`src/rtl/sid_pkg.sv`:
```
package sid_pkg;

  localparam int CRC_W = 8;

  typedef logic [CRC_W-1:0] crc_t;

  // One step of a right-shifting (reflected) CRC: feedback from bit 0.
  function automatic crc_t crc_step(input crc_t cur, input logic din, input crc_t poly);
    logic fb;
    crc_t nxt;
    fb  = din ^ cur[0];
    nxt = cur >> 1;
    if (fb) nxt = nxt ^ poly;
    return nxt;
  endfunction

endpackage

```
`src/rtl/sid_bit_counter.sv`:
```
module sid_bit_counter #(
  parameter int LIMIT = 64,
  parameter int CW    = $clog2(LIMIT + 1)
) (
  input  logic          clk,
  input  logic          rst_n,
  input  logic          clr,
  input  logic          adv,
  output logic [CW-1:0] cnt,
  output logic          full
);

  localparam logic [CW-1:0] LIM_V = CW'(LIMIT);

  always_ff @(posedge clk or negedge rst_n) begin
    if (!rst_n)                 cnt <= '0;
    else if (clr)               cnt <= '0;
    else if (adv && cnt != LIM_V) cnt <= cnt + CW'(1);
  end

  assign full = (cnt == LIM_V);

endmodule

```
`src/rtl/sid_crc_shift.sv`:
```
module sid_crc_shift
  import sid_pkg::*;
#(
  parameter crc_t POLY = 8'h8C
) (
  input  logic clk,
  input  logic rst_n,
  input  logic clr,
  input  logic shift,
  input  logic din,
  output crc_t crc
);

  always_ff @(posedge clk or negedge rst_n) begin
    if (!rst_n)     crc <= '0;
    else if (clr)   crc <= '0;
    else if (shift) crc <= crc_step(crc, din, POLY);
  end

endmodule

```
`src/rtl/serial_id_crc8.sv`:
```
module serial_id_crc8
  import sid_pkg::*;
#(
  parameter int   ID_BITS = 64,
  parameter crc_t POLY    = 8'h8C,
  parameter int   CNT_W   = $clog2(ID_BITS + 1)
) (
  input  logic             clk,
  input  logic             rst_n,
  input  logic             clr_i,
  input  logic             bit_vld_i,
  input  logic             bit_i,
  output logic [7:0]       crc_o,
  output logic [CNT_W-1:0] bit_cnt_o,
  output logic             gen_done_o,
  output logic             crc_good_o
);

  localparam int DATA_BITS = ID_BITS - CRC_W;
  localparam logic [CNT_W-1:0] DATA_V = CNT_W'(DATA_BITS);

  // Named internal events, visible to the bound checker.
  logic full_w;
  logic take_bit;
  crc_t crc_q;

  assign take_bit = bit_vld_i & ~clr_i & ~full_w;

  sid_bit_counter #(
    .LIMIT (ID_BITS),
    .CW    (CNT_W)
  ) u_cnt (
    .clk   (clk),
    .rst_n (rst_n),
    .clr   (clr_i),
    .adv   (take_bit),
    .cnt   (bit_cnt_o),
    .full  (full_w)
  );

  sid_crc_shift #(
    .POLY  (POLY)
  ) u_crc (
    .clk   (clk),
    .rst_n (rst_n),
    .clr   (clr_i),
    .shift (take_bit),
    .din   (bit_i),
    .crc   (crc_q)
  );

  assign crc_o      = crc_q;
  assign gen_done_o = (bit_cnt_o == DATA_V);
  assign crc_good_o = full_w & (crc_q == '0);

endmodule

```
`config.mk`:
```
export PLATFORM = sky130hd
export DESIGN_NAME = serial_id_crc8
export DESIGN_NICKNAME = d
export VERILOG_FILES = /design/src/rtl/sid_pkg.sv /design/src/rtl/sid_bit_counter.sv /design/src/rtl/sid_crc_shift.sv /design/src/rtl/serial_id_crc8.sv
export SDC_FILE = /design/constraint.sdc
export NUM_CORES = 1
export LEC_CHECK = 0
export ABC_AREA = 1
export BUFFER_PORTS_ARGS = -buffer_cell sky130_fd_sc_hd__buf_4
export CAP_MARGIN = 10
export CORE_AREA = 10 10 57 54
export CTS_CLUSTER_DIAMETER = 100
export CTS_CLUSTER_SIZE = 12
export DETAILED_ROUTE_END_ITERATION = 8
export DIE_AREA = 0 0 67 64
export PLACE_DENSITY = 0.7
export SLEW_MARGIN = 20
export SYNTH_ARGS = -nofsm -noshare
export SYNTH_HDL_FRONTEND = slang
export SYNTH_SLANG_ARGS = --single-unit
```
`constraint.sdc`:
```
create_clock -name clk -period 1.3 [get_ports clk]
set_input_delay 0.13 -clock clk [delete_from_list [all_inputs] [get_ports clk]]
set_output_delay 0.13 -clock clk [all_outputs]
set_load 0.1 [all_outputs]
```
Yosys cells after proc, flatten, opt, wreduce, memory -nomap -nowiden --
Index checks and enable logic that the tools add are counted.
Storage, ports and cells: memories kept 0, latch bits 0, input port bits 5, memory bits (writable) 0, word-level logic and storage cells 22, bits in registers 15, ROM bits 0, output and inout bits 17
Cells by class: muxes and demuxes 5, div/mod/pow operators 0, bitwise gates (word level) 7, shift-type cells 0, reductions and logical operators 4, add/subtract/negate cells 1, multiply operators 0, eq/ne operators 3, $lt $le $gt $ge 0
Operators with widths (count):
- $mux W8 | 3
- $mux W7 | 2
- $logic_not A8 Y1 | 1
- $add A7 B1 Y7 const B | 1
- $eq A7 B6 Y1 const B | 1
- $eq A7 B7 Y1 const B | 1
- $ne A7 B7 Y1 const B | 1
- $reduce_bool A2 Y1 | 2
- $and A1 B1 Y1 | 3
- $not A2 Y3 | 1
- $not A1 Y1 | 2
- $logic_and A1 B1 Y1 | 1
- $xor A1 B1 Y1 | 1

Depth between registers and ports, before layout --
Gate-level depths: netlist of run 1.
depth in word-level cells 6, gate-level depth with buffers 10, mapped depth without buffers 10

Cells and area by module --
A second synthesis of run 1 with hierarchy kept.
Second synthesis, totals: cells, all modules 123, area, all modules 929.6 um2
By module, submodules not included:
- sid_bit_counter | sequential area each 175.2 um2, times used 1, area an instance 470.5 um2, cells each 68
- sid_crc_shift | sequential area each 200.2 um2, times used 1, area an instance 401.6 um2, cells each 43
- serial_id_crc8 | sequential area each 0.0 um2, times used 1, area an instance 57.6 um2, cells each 12

Least setup slack after synthesis of run 1 --
Ideal clock, no wire load.
kind register to output, start register u_cnt.cnt[4], end output port gen_done_o, path buffers 0, arrival time 4.037 ns, stages on the path, launching flop included 3, path slack -2.867 ns, required time 1.170 ns, cells stage by stage dfrtp_1 > nand2_1 > nor4_1
Between the ends: word-level cells in the longest chain between the ends 1
RTL lines:
- start, declared | RTL line sid_bit_counter.sv:9 | output logic [CW-1:0] cnt,
- start signal, assigned | RTL line sid_bit_counter.sv:18 | else if (adv && cnt != LIM_V) cnt <= cnt + CW'(1);
- $eq A7 B6 Y1 | RTL line serial_id_crc8.sv:53 | assign gen_done_o = (bit_cnt_o == DATA_V);
- end, declared | RTL line serial_id_crc8.sv:15 | output logic gen_done_o,
No other way between the ends.

Worst setup path in the final report of run 1 --
start register u_cnt.cnt[1], end output port crc_good_o
Between the ends: word-level cells in the longest chain between the ends 2
RTL lines:
- $eq A7 B7 Y1 | RTL line sid_bit_counter.sv:21 | assign full = (cnt == LIM_V);
- $and A1 B1 Y1 | RTL line serial_id_crc8.sv:54 | assign crc_good_o = full_w & (crc_q == '0);
- end, declared | RTL line serial_id_crc8.sv:16 | output logic crc_good_o
No other way between the ends.

==> key figures, run 1 <==
Run status
  • Status: complete, but fails checks
  • Violated checks: setup timing

Pwr
  • Pleak: 0.665 nW
  • Worst vdd ir: 0.947 mV
  • Pwr Density: 869 nW/µm²

Critical path
  • Worst Path Arrival: 1.51 ns
  • Crit-path cells: inv_4 -> ha_4 -> nand2_2 -> inv_2 -> nand3_4 -> nor3_4 -> buf_12
  • Critical Path RT: 1.17 ns
  • Crit path kind: flop to primary output
  • Crit path max-delay cell type: dfrtp_4
  • Crit path largest cell delay: 0.50 ns
  • CP Buf/Inv Count: 3
  • Worst setup EP type: primary output
  • Crit path max-delay family: flip-flops
  • CP max FO: 2
  • CP startpoint kind: flop

Place
  • Buffers on Ports: 21
  • Post-place instance area: 1190 µm²
  • DP HPWL: 1660 µm
  • GP Congestion: 0.882

Min path
  • Worst hold path type: primary input to flop

Cells and area
  • Nets: 158
  • Post-Layout Inst Area: 1380 µm²
  • Share of post-route cells with drive strength above 1: 54.0%
  • P&R area growth vs syn: 65.1%
  • # fillers: 141
  • Ant diodes: 0

Synth
  • Syn_area_per_cell: 7.52 µm²
  • Area leader, netlist: dfrtp_1
  • Synth area leaders: dfrtp_1 45%, nand2_1 13%, inv_1 8.5%
  • Gate Count Post-Synth: 111
  • Seq/Total Area, Yosys: 45.0%
  • FF+latch count, synth: 15
  • YS warnings: 0
  • Area of the mapped netlist: 835 µm²
  • Syn_nets: 118
  • Area share of the largest cell type after synthesis: 45.0%
  • Netlist cell types: 16

Detailed routing
  • Avg WL per Cell: 13.2 µm
  • Vias/cell: 4.75
  • Antenna Violating Nets Remaining: 0
  • Drt first pass iters: 3
  • Total routed wirelength: 2300 µm
  • Vias: 832
  • Iter 0 DRT Violations: 28
  • DRC Markers: 0

STA
  • F_max: 0.611 GHz
  • Final Critical Period: 1.64 ns
  • Worst setup margin: -0.337 ns
  • Post-Route Skew: 0.00646 ns
  • Worst slew margin: 72.8%
  • Crit share post-route: 126%
  • Setup_tns: -2.54 ns
  • Worst slew pin tran: 0.407 ns
  • Final setup viols: 17
  • WHS: 0.165 ns
  • Max-slew violation count: 0
  • Final hold violation count: 0
  • RSZ-0062 raised after global routing: true

Floorplanning
  • Rows: 15
  • Core ar.: 1900 µm²
  • Die Wd: 67 µm
  • Chip Height: 64 µm
  • Boundary Pins: 22
  • Starting density of the core: 44.0%
  • Die area: 4290 µm²

Clock tree
  • Worst-skew pair later-pin latency: 0.27 ns
  • Clock sinks: 15
  • CTS tree: done
  • Worst-case clock buffer depth: 2
  • Clk Tree Root Cell: clkbuf_4
  • Max H-tree Level: 1
  • Clock slew at reported path FFs: 0.09 ns
  • CTS buffer count: 3

Global routing
  • First-pass GRT wire length: 4190 µm
  • Tot GR Track Use: 12.0%
  • Number of global-route vias before repair: 907
  • Initial antenna violation count: 0
  • Largest net degree at the start of global routing: 16
  • Congestion Overflow GR: 0

Job
  • Max-Cap Viols: 0
-- cell usage after synthesis (all sizes together) --
master  instances
dfrtp          15
nor2           12
nor4            1
ha              2
nand3           8
o21ai          11
inv            20
xnor2           1
nand4           3
xor2            4
nor3            1
nand2          32
buf             1
-- layer usage --
layer	share of wire (%)	routed length (µm)	global-route usage, %	vias to the layer above
li1	-	-	-	426
met1	44	1010	14.1	384
met2	49	1140	20.1	18
met3	5.5	127	3.83	4
met4	1.3	30	3.08	0
met5	0	0	0	-
-- sequential cells by signal (all words and copies together) (netlist names) --
register	cells
u_cnt.cnt	7
u_crc.crc	8
-- power breakdown --
part           switching, mW  internal (mW)
Clock                  0.144          0.119
Sequential            0.0167          0.496
Combinational          0.306          0.117
-- final timing paths --
| path | endpoint | depth (start not counted) | slack (ns) | from |
|---|---|---|---|---|
| setup / recovery | crc_good_o | 7 | -0.34 | u_cnt.cnt[1]$_DFFE_PN0P_ |
| hold / removal | u_cnt.cnt[4]$_DFFE_PN0P_ | 4 | 0.17 | clr_i |
| setup reg to reg | u_cnt.cnt[2]$_DFFE_PN0P_ | 11 | -0.16 | u_cnt.cnt[1]$_DFFE_PN0P_ |
| hold reg to reg | u_crc.crc[4]$_DFFE_PN0P_ | 2 | 0.52 | u_crc.crc[5]$_DFFE_PN0P_ |
| max in group asynchronous | u_cnt.cnt[2]$_DFFE_PN0P_ | 2 | 0.85 | rst_n |
| min in group asynchronous | u_cnt.cnt[4]$_DFFE_PN0P_ | 2 | 0.24 | rst_n |
-- metrics by stage --
stage | setup WS (ns) | utilization (%) | total power, mW | instances
final | -0.337 | 72.7 | 1.20 | 175
after global routing | -0.425 | 72.7 | 1.27 | 175
after CTS | -0.365 | 72.3 | 1.21 | 176
after detailed placement | -0.151 | 62.9 | 0.902 | 167
after global placement | -0.134 | 62.9 | 0.898 | 167
after floorplan | -0.808 | - | 0.794 | 111
-- placed cells by master (no fill, tap or decap), types with 4 or more instances in the layout --
master	synthesis	final
buf_4	0	27
nand2_1	30	22
inv_1	19	15
nor2_1	12	11
dfrtp_2	0	11
nand2_2	0	7
o21ai_2	0	5
o21ai_1	0	5
buf_6	0	5
nand3_2	1	4
xor2_1	4	4
-- kinds of logic (layout without fill, tap and decap cells) --
group                    count (synthesis)  in the layout  synth area share (%)
flip-flops                              15             15                  45.0
XOR/XNOR                                 5              5                  5.25
buffers and inverters                   21             59                  9.59
AND/OR/NAND/NOR                         57             58                  30.6
AO/OA/AOI/OAI                           11             11                  6.60
adder cells (fa/ha/maj)                  2              2                  3.00
-- worst min-delay path, cell delays in order --
cell and delay (ns):
buf_4 0.14, nor2_1 0.06, nand2_1 0.05, nand2_1 0.04
-- cell type report --
cell class	instances	area [µm²]	share of cell area [%]
clock buffers	4	26.3	1.91
inverters	20	90.1	6.54
multi-input cells	76	520	37.8
flip-flops and latches	15	400	29.1
well taps	25	31.3	2.27
repair buffers	35	309	22.4
-- timing repair --
action | CTS | global route
setup endpoints to repair | 19 | 18
pin swaps | 5 | 2
hold endpoints to repair | 15 | 0
setup buffers | 4 | 0
resized for setup | 29 | 5
hold buffers | 1 | 0
gates cloned | 1 | 0
Note: power is estimated with default switching activity, not from simulation.
==> run 2: changes to the inputs <==
- CORE_AREA: 10 10 57 54 -> 10 10 55 57
- DIE_AREA: 0 0 67 64 -> 0 0 65 67
- PLACE_DENSITY: 0.7 -> 0.69
==> run 2 against run 1 <==
Compared with the run above: the flow still finishes with violations (setup timing); critical endpoint unchanged; combinational power increased by 11%; sequential share of layout area decreased by 1.8 points; critical path depth unchanged; cell area grew 6.7%; die area is 1.6% higher; sequential power about the same; clock skew down 0.0050 ns.
==> key figures, run 2 (same netlist as run 1, synthesis figures left out) <==
Floorplanning
  • Rows: 16 (was 15)
  • Core ar.: 1940 µm² (was 1900 µm²)
  • Die Wd: 65 µm (was 67 µm)
  • Die area: 4360 µm² (was 4290 µm²)
  • Starting density of the core: 43.0% (was 44.0%)
  • Boundary Pins: 22 (unchanged)
  • Chip Height: 67 µm (was 64 µm)

STA
  • Worst slew margin: 68.8% (was 72.8%)
  • Worst slew pin tran: 0.467 ns (was 0.407 ns)
  • Max-slew violation count: 0 (unchanged)
  • F_max: 0.595 GHz (was 0.611 GHz)
  • Final Critical Period: 1.68 ns (was 1.64 ns)
  • Post-Route Skew: 0.00149 ns (was 0.00646 ns)
  • Crit share post-route: 129% (was 126%)
  • Worst setup margin: -0.380 ns (was -0.337 ns)
  • WHS: 0.170 ns (was 0.165 ns)
  • Final hold violation count: 0 (unchanged)
  • Final setup viols: 18 (was 17)
  • RSZ-0062 raised after global routing: true (unchanged)

Critical path
  • Worst setup EP type: primary output (unchanged)
  • Crit path kind: flop to primary output (unchanged)
  • CP max FO: 2 (unchanged)
  • Critical Path RT: 1.17 ns (about the same)
  • CP startpoint kind: flop (unchanged)
  • Critical R2R Launch: u_cnt.cnt[0]$_DFFE_PN0P_ (was u_cnt.cnt[1]$_DFFE_PN0P_)
  • CP Launch Point: u_cnt.cnt[0]$_DFFE_PN0P_ (was u_cnt.cnt[1]$_DFFE_PN0P_)
  • Worst Path Arrival: 1.55 ns (was 1.51 ns)

Global routing
  • Initial antenna violation count: 0 (unchanged)
  • Largest net degree at the start of global routing: 16 (unchanged)
  • Number of global-route vias before repair: 971 (was 907)
  • Congestion Overflow GR: 0 (unchanged)
  • Tot GR Track Use: 12.2% (was 12.0%)
  • First-pass GRT wire length: 4380 µm (was 4190 µm)

Cells and area
  • Commonest cells after routing, fill and taps aside: 30 x buf_4, 24 x nand2_1, 14 x inv_1, 12 x nor2_1, 11 x dfrtp_2 (was 27 x buf_4, 22 x nand2_1, 15 x inv_1, 11 x nor2_1, 11 x dfrtp_2)
  • Max reg flops: 8 (unchanged)
  • P&R area growth vs syn: 76.2% (was 65.1%)
  • Top flop regs: u_crc.crc: 8 flops, u_cnt.cnt: 7 flops (unchanged)
  • Ant diodes: 0 (unchanged)
  • Core Util, Final: 75.7% (was 72.7%)
  • Register bank with the most flops: u_crc.crc (unchanged)
  • # fillers: 141 (unchanged)
  • Post-Layout Inst Area: 1470 µm² (was 1380 µm²)
  • Nets: 165 (was 158)
  • Commonest non-fill, non-tap cell in the layout: buf_4 (unchanged)
  • Share of post-route cells with drive strength above 1: 57.3% (was 54.0%)

Clock tree
  • Max H-tree Level: 1 (unchanged)
  • Clock sinks: 15 (unchanged)
  • Clock slew at reported path FFs: 0.09 ns (about the same)
  • Worst-skew pair later-pin latency: 0.29 ns (was 0.27 ns)
  • CTS tree: done (unchanged)
  • Worst-case clock buffer depth: 2 (unchanged)
  • CTS buffer count: 3 (unchanged)
  • Clk Tree Root Cell: clkbuf_4 (unchanged)

Place
  • Buffers on Ports: 21 (unchanged)
  • Post-place instance area: 1220 µm² (was 1190 µm²)
  • DP HPWL: 1780 µm (was 1660 µm)
  • GP Congestion: 0.832 (was 0.882)

Min path
  • Worst hold path type: primary input to flop (unchanged)
  • Hold path start: clr_i (unchanged)

Pwr
  • Pwr Density: 855 nW/µm² (was 869 nW/µm²)
  • Worst vdd ir: 0.803 mV (was 0.947 mV)
  • Pleak: 0.698 nW (was 0.665 nW)

Job
  • Max-Cap Viols: 0 (unchanged)

Detailed routing
  • Drt first pass iters: 6 (was 3)
  • Antenna Violating Nets Remaining: 0 (unchanged)
  • Avg WL per Cell: 13.9 µm (was 13.2 µm)
  • Vias/cell: 4.90 (was 4.75)
  • Total routed wirelength: 2550 µm (was 2300 µm)
  • Vias: 901 (was 832)
  • Iter 0 DRT Violations: 68 (was 28)
  • DRC Markers: 0 (unchanged)

Run status
  • Violated checks: setup timing (unchanged)
  • Status: complete, but fails checks (unchanged)
run 2: path summary, 6_finish.rpt:
path	endpoint	slack, ns	cells past startpoint
max	crc_good_o	-0.38	7
min	u_crc.crc[7]$_DFFE_PN0P_	0.17	4
max reg2reg	u_cnt.cnt[3]$_DFFE_PN0P_	-0.20	10
min reg2reg	u_crc.crc[4]$_DFFE_PN0P_	0.53	2
max in group asynchronous	u_cnt.cnt[2]$_DFFE_PN0P_	0.85	2
min in group asynchronous	u_crc.crc[3]$_DFFE_PN0P_	0.25	2
run 2: final cells by class:
class | instances | area [µm²] | share of cell area (%)
clock buffers | 4 | 26.3 | 1.79
inverters | 20 | 90.1 | 6.13
multi-input cells | 76 | 543 | 36.9
flip-flops and latches | 15 | 400 | 27.2
well taps | 27 | 33.8 | 2.30
repair buffers | 42 | 377 | 25.6
run 2: timing repair:
item / CTS / global route
hold endpoints to repair: 15 / 0
hold buffers: 1 / 0
buffers inserted: 7 / 0
setup endpoints to repair: 18 / 20
pin swaps: 6 / 4
gates resized for setup: 30 / 13
gates cloned: 1 / 0
run 2: metrics by stage:
stage | cells | setup WS (ns) | setup TNS, ns | power [mW]
2_1_floorplan | 111 | -0.808 | -4.75 | 0.794
3_3_place_gp | 172 | -0.136 | -0.925 | 0.906
3_5_place_dp | 172 | -0.149 | -1.33 | 0.912
4_1_cts | 185 | -0.385 | -4.42 | 1.24
5_1_grt | 184 | -0.432 | -4.36 | 1.31
6_report | 184 | -0.380 | -3.01 | 1.26
run 2: routing by layer:
| layer | wire (µm) | track usage [%] | part of all wire, % | up-vias |
|---|---|---|---|---|
| li1 | - | - | - | 439 |
| met3 | 156 | 3.34 | 6.1 | 2 |
| met5 | 0 | 0 | 0 | - |
| met1 | 1060 | 14.3 | 41 | 439 |
| met2 | 1320 | 21.6 | 52 | 21 |
| met4 | 22 | 2.94 | 0.86 | 0 |
run 2: power breakdown:
part | total (mW) | switching, mW | internal [mW]
clock network | 0.275 | 0.156 | 0.119
logic | 0.470 | 0.324 | 0.146
registers | 0.512 | 0.0164 | 0.496
run 2: critical path, cell delays in order, from the launching register on:
cell and delay [ns]:
dfrtp_4 0.50, inv_4 0.07, ha_4 0.14, nand2_2 0.05, inv_2 0.06, nand3_4 0.07
nor3_4 0.17, buf_12 0.20
==> run 3: changes to the inputs <==
==> constraint.sdc (replaced) <==
create_clock -name clk -period 1.3 [get_ports clk]
set_input_delay 0.13 -clock clk [delete_from_list [all_inputs] [get_ports clk]]
set_output_delay 0.13 -clock clk [all_outputs]
set_load 0.05 [all_outputs]
==> run 3 against run 2 <==
Compared with the run above: the run still ends with setup timing left; cell count decreased by 2.7%; total power decreased by 12%; critical path depth decreased by 1; critical endpoint is now gen_done_o; largest power group unchanged; highest routed layer unchanged; core utilization decreased by 6.4 points; sequential cell count unchanged; sequential share of layout area increased by 1.2 points.
==> key figures, run 3 (same netlist as run 1, synthesis figures left out) <==
Floorplanning
  • Die Wd: 65 µm (unchanged)
  • Core ar.: 1940 µm² (unchanged)
  • Die area: 4360 µm² (unchanged)
  • Starting density of the core: 43.0% (unchanged)
  • Boundary Pins: 22 (unchanged)
  • Chip Height: 67 µm (unchanged)
  • Rows: 16 (unchanged)

STA
  • Crit share post-route: 118% (was 129%)
  • RSZ-0062 raised after global routing: true (unchanged)
  • Worst setup margin: -0.237 ns (was -0.380 ns)
  • Final setup viols: 17 (was 18)
  • Post-Route Skew: 0.00474 ns (was 0.00149 ns)
  • F_max: 0.650 GHz (was 0.595 GHz)
  • Worst slew pin tran: 0.389 ns (was 0.467 ns)
  • Max-slew violation count: 0 (unchanged)
  • Final Critical Period: 1.54 ns (was 1.68 ns)
  • Worst slew margin: 74.0% (was 68.8%)
  • Final hold violation count: 0 (unchanged)

Place
  • GP Congestion: 0.757 (was 0.832)
  • DP HPWL: 1730 µm (was 1780 µm)
  • Buffers on Ports: 21 (unchanged)
  • Post-place instance area: 1160 µm² (was 1220 µm²)

Critical path
  • Worst setup EP type: primary output (unchanged)
  • Worst Path Arrival: 1.41 ns (was 1.55 ns)
  • CP Launch Point: u_cnt.cnt[1]$_DFFE_PN0P_ (was u_cnt.cnt[0]$_DFFE_PN0P_)
  • CP startpoint kind: flop (unchanged)
  • Critical R2R Launch: u_cnt.cnt[1]$_DFFE_PN0P_ (was u_cnt.cnt[0]$_DFFE_PN0P_)
  • Crit path kind: flop to primary output (unchanged)
  • Critical Path RT: 1.17 ns (about the same)
  • CP max FO: 2 (unchanged)

Global routing
  • Largest net degree at the start of global routing: 16 (unchanged)
  • Number of global-route vias before repair: 877 (was 971)
  • Initial antenna violation count: 0 (unchanged)
  • First-pass GRT wire length: 4050 µm (was 4380 µm)
  • Congestion Overflow GR: 0 (unchanged)
  • Tot GR Track Use: 11.6% (was 12.2%)

Pwr
  • Logic pwr share: 29.7% (was 37.4%)
  • Clock group share of total power: 24.5% (was 21.9%)
  • Worst vdd ir: 0.742 mV (was 0.803 mV)
  • Switching power: 0.384 mW (was 0.496 mW)
  • Total power draw: 1.11 mW (was 1.26 mW)
  • Switching Fraction: 34.6% (was 39.4%)
  • Pint: 0.726 mW (was 0.761 mW)
  • Seq pwr share: 45.7% (was 40.7%)
  • Pleak: 0.678 nW (was 0.698 nW)
  • Pwr Density: 826 nW/µm² (was 855 nW/µm²)

Detailed routing
  • DRC Markers: 0 (unchanged)
  • DR WL met3: 173 µm (was 156 µm)
  • Iter 0 DRT Violations: 49 (was 68)
  • Vias: 852 (was 901)
  • Total routed wirelength: 2400 µm (was 2550 µm)
  • Avg WL per Cell: 13.4 µm (was 13.9 µm)
  • Top routing layer in use: met4 (unchanged)
  • Met2 wire len: 1210 µm (was 1320 µm)
  • Antenna Violating Nets Remaining: 0 (unchanged)
  • Vias/cell: 4.76 (was 4.90)
  • Drt first pass iters: 4 (was 6)
  • Met1 wire length: 974 µm (was 1060 µm)

Clock tree
  • Worst-skew pair later-pin latency: 0.28 ns (was 0.29 ns)
  • Clk Tree Root Cell: clkbuf_4 (unchanged)
  • CTS buffer count: 3 (unchanged)
  • Clock sinks: 15 (unchanged)
  • Clock slew at reported path FFs: 0.09 ns (about the same)
  • CTS tree: done (unchanged)
  • Worst-case clock buffer depth: 2 (unchanged)
  • Max H-tree Level: 1 (unchanged)

Run status
  • Violated checks: setup timing (unchanged)
  • Status: complete, but fails checks (unchanged)

Cells and area
  • Top flop regs: u_crc.crc: 8 flops, u_cnt.cnt: 7 flops (unchanged)
  • P&R area growth vs syn: 61.2% (was 76.2%)
  • Max reg flops: 8 (unchanged)
  • Nets: 160 (was 165)
  • Ant diodes: 0 (unchanged)
  • # fillers: 176 (was 141)
  • Commonest cells after routing, fill and taps aside: 29 x buf_4, 27 x nand2_1, 15 x inv_1, 12 x nor2_1, 9 x dfrtp_1 (was 30 x buf_4, 24 x nand2_1, 14 x inv_1, 12 x nor2_1, 11 x dfrtp_2)
  • Register bank with the most flops: u_crc.crc (unchanged)
  • Post-Layout Inst Area: 1350 µm² (was 1470 µm²)
  • Core Util, Final: 69.3% (was 75.7%)
  • Commonest non-fill, non-tap cell in the layout: buf_4 (unchanged)
  • Share of post-route cells with drive strength above 1: 46.1% (was 57.3%)

Min path
  • Hold path start: clr_i (unchanged)
  • Worst hold path type: primary input to flop (unchanged)

Job
  • Max-Cap Viols: 0 (unchanged)
[run 3: worst max-delay path: stages, from the launching register on]
cell and delay [ns]:
dfrtp_2 0.41, inv_2 0.08, ha_4 0.14, buf_4 0.11, nand2_4 0.05, nor4_4 0.14
buf_6 0.19
[run 3: final cells by class]
type	instances	area, µm²	share of cell area [%]
multi-input combinational	76	515	38.3
timing repair buffer	37	307	22.8
clock buffer	4	26.3	1.95
inverter	20	80.1	5.95
tap	27	33.8	2.51
sequential	15	383	28.5
[run 3: metrics by stage]
stage | hold slack (ns) | instances | setup TNS, ns | setup slack (ns)
after floorplan | -0.166 | 111 | -2.09 | -0.262
after global placement | -0.00414 | 168 | 0 | 0.00362
after CTS | 0.162 | 178 | -1.70 | -0.283
after detailed placement | -0.00246 | 168 | -0.149 | -0.0381
final | 0.191 | 179 | -3.10 | -0.237
after global routing | 0.202 | 179 | -4.70 | -0.311
[run 3: what timing repair did]
item / CTS / global route
setup endpoints to repair: 14 / 18
buffers inserted: 4 / 1
endpoints found under the hold margin: 15 / 0
gates cloned: 1 / 0
hold buffers: 1 / 0
pin swaps: 4 / 4
resized for setup: 14 / 10
[run 3: final timing paths]
check,end,slack [ns],cells past startpoint
setup / recovery,gen_done_o,-0.24,6
hold / removal,u_crc.crc[5]$_DFFE_PN0P_,0.19,4
setup reg to reg,u_cnt.cnt[3]$_DFFE_PN0P_,-0.22,11
hold reg to reg,u_crc.crc[0]$_DFFE_PN0P_,0.53,2
max in group asynchronous,u_cnt.cnt[3]$_DFFE_PN0P_,0.88,2
min in group asynchronous,u_crc.crc[4]$_DFFE_PN0P_,0.22,2
[run 3: power by group through the flow]
stage               Combinational (mW)  Sequential (mW)  Clock, mW
CTS                              0.313            0.508      0.276
detailed placement               0.276            0.518          0
floorplan                       0.0917            0.603          0
finish                           0.330            0.508      0.272
global placement                 0.275            0.517          0
global route                     0.357            0.511      0.302
[run 3: metal layers]
layer	vias to the layer above	global-route usage, %
li1	429	-
met1	384	13.0
met2	32	19.7
met3	7	4.01
met4	0	4.81
met5	-	0
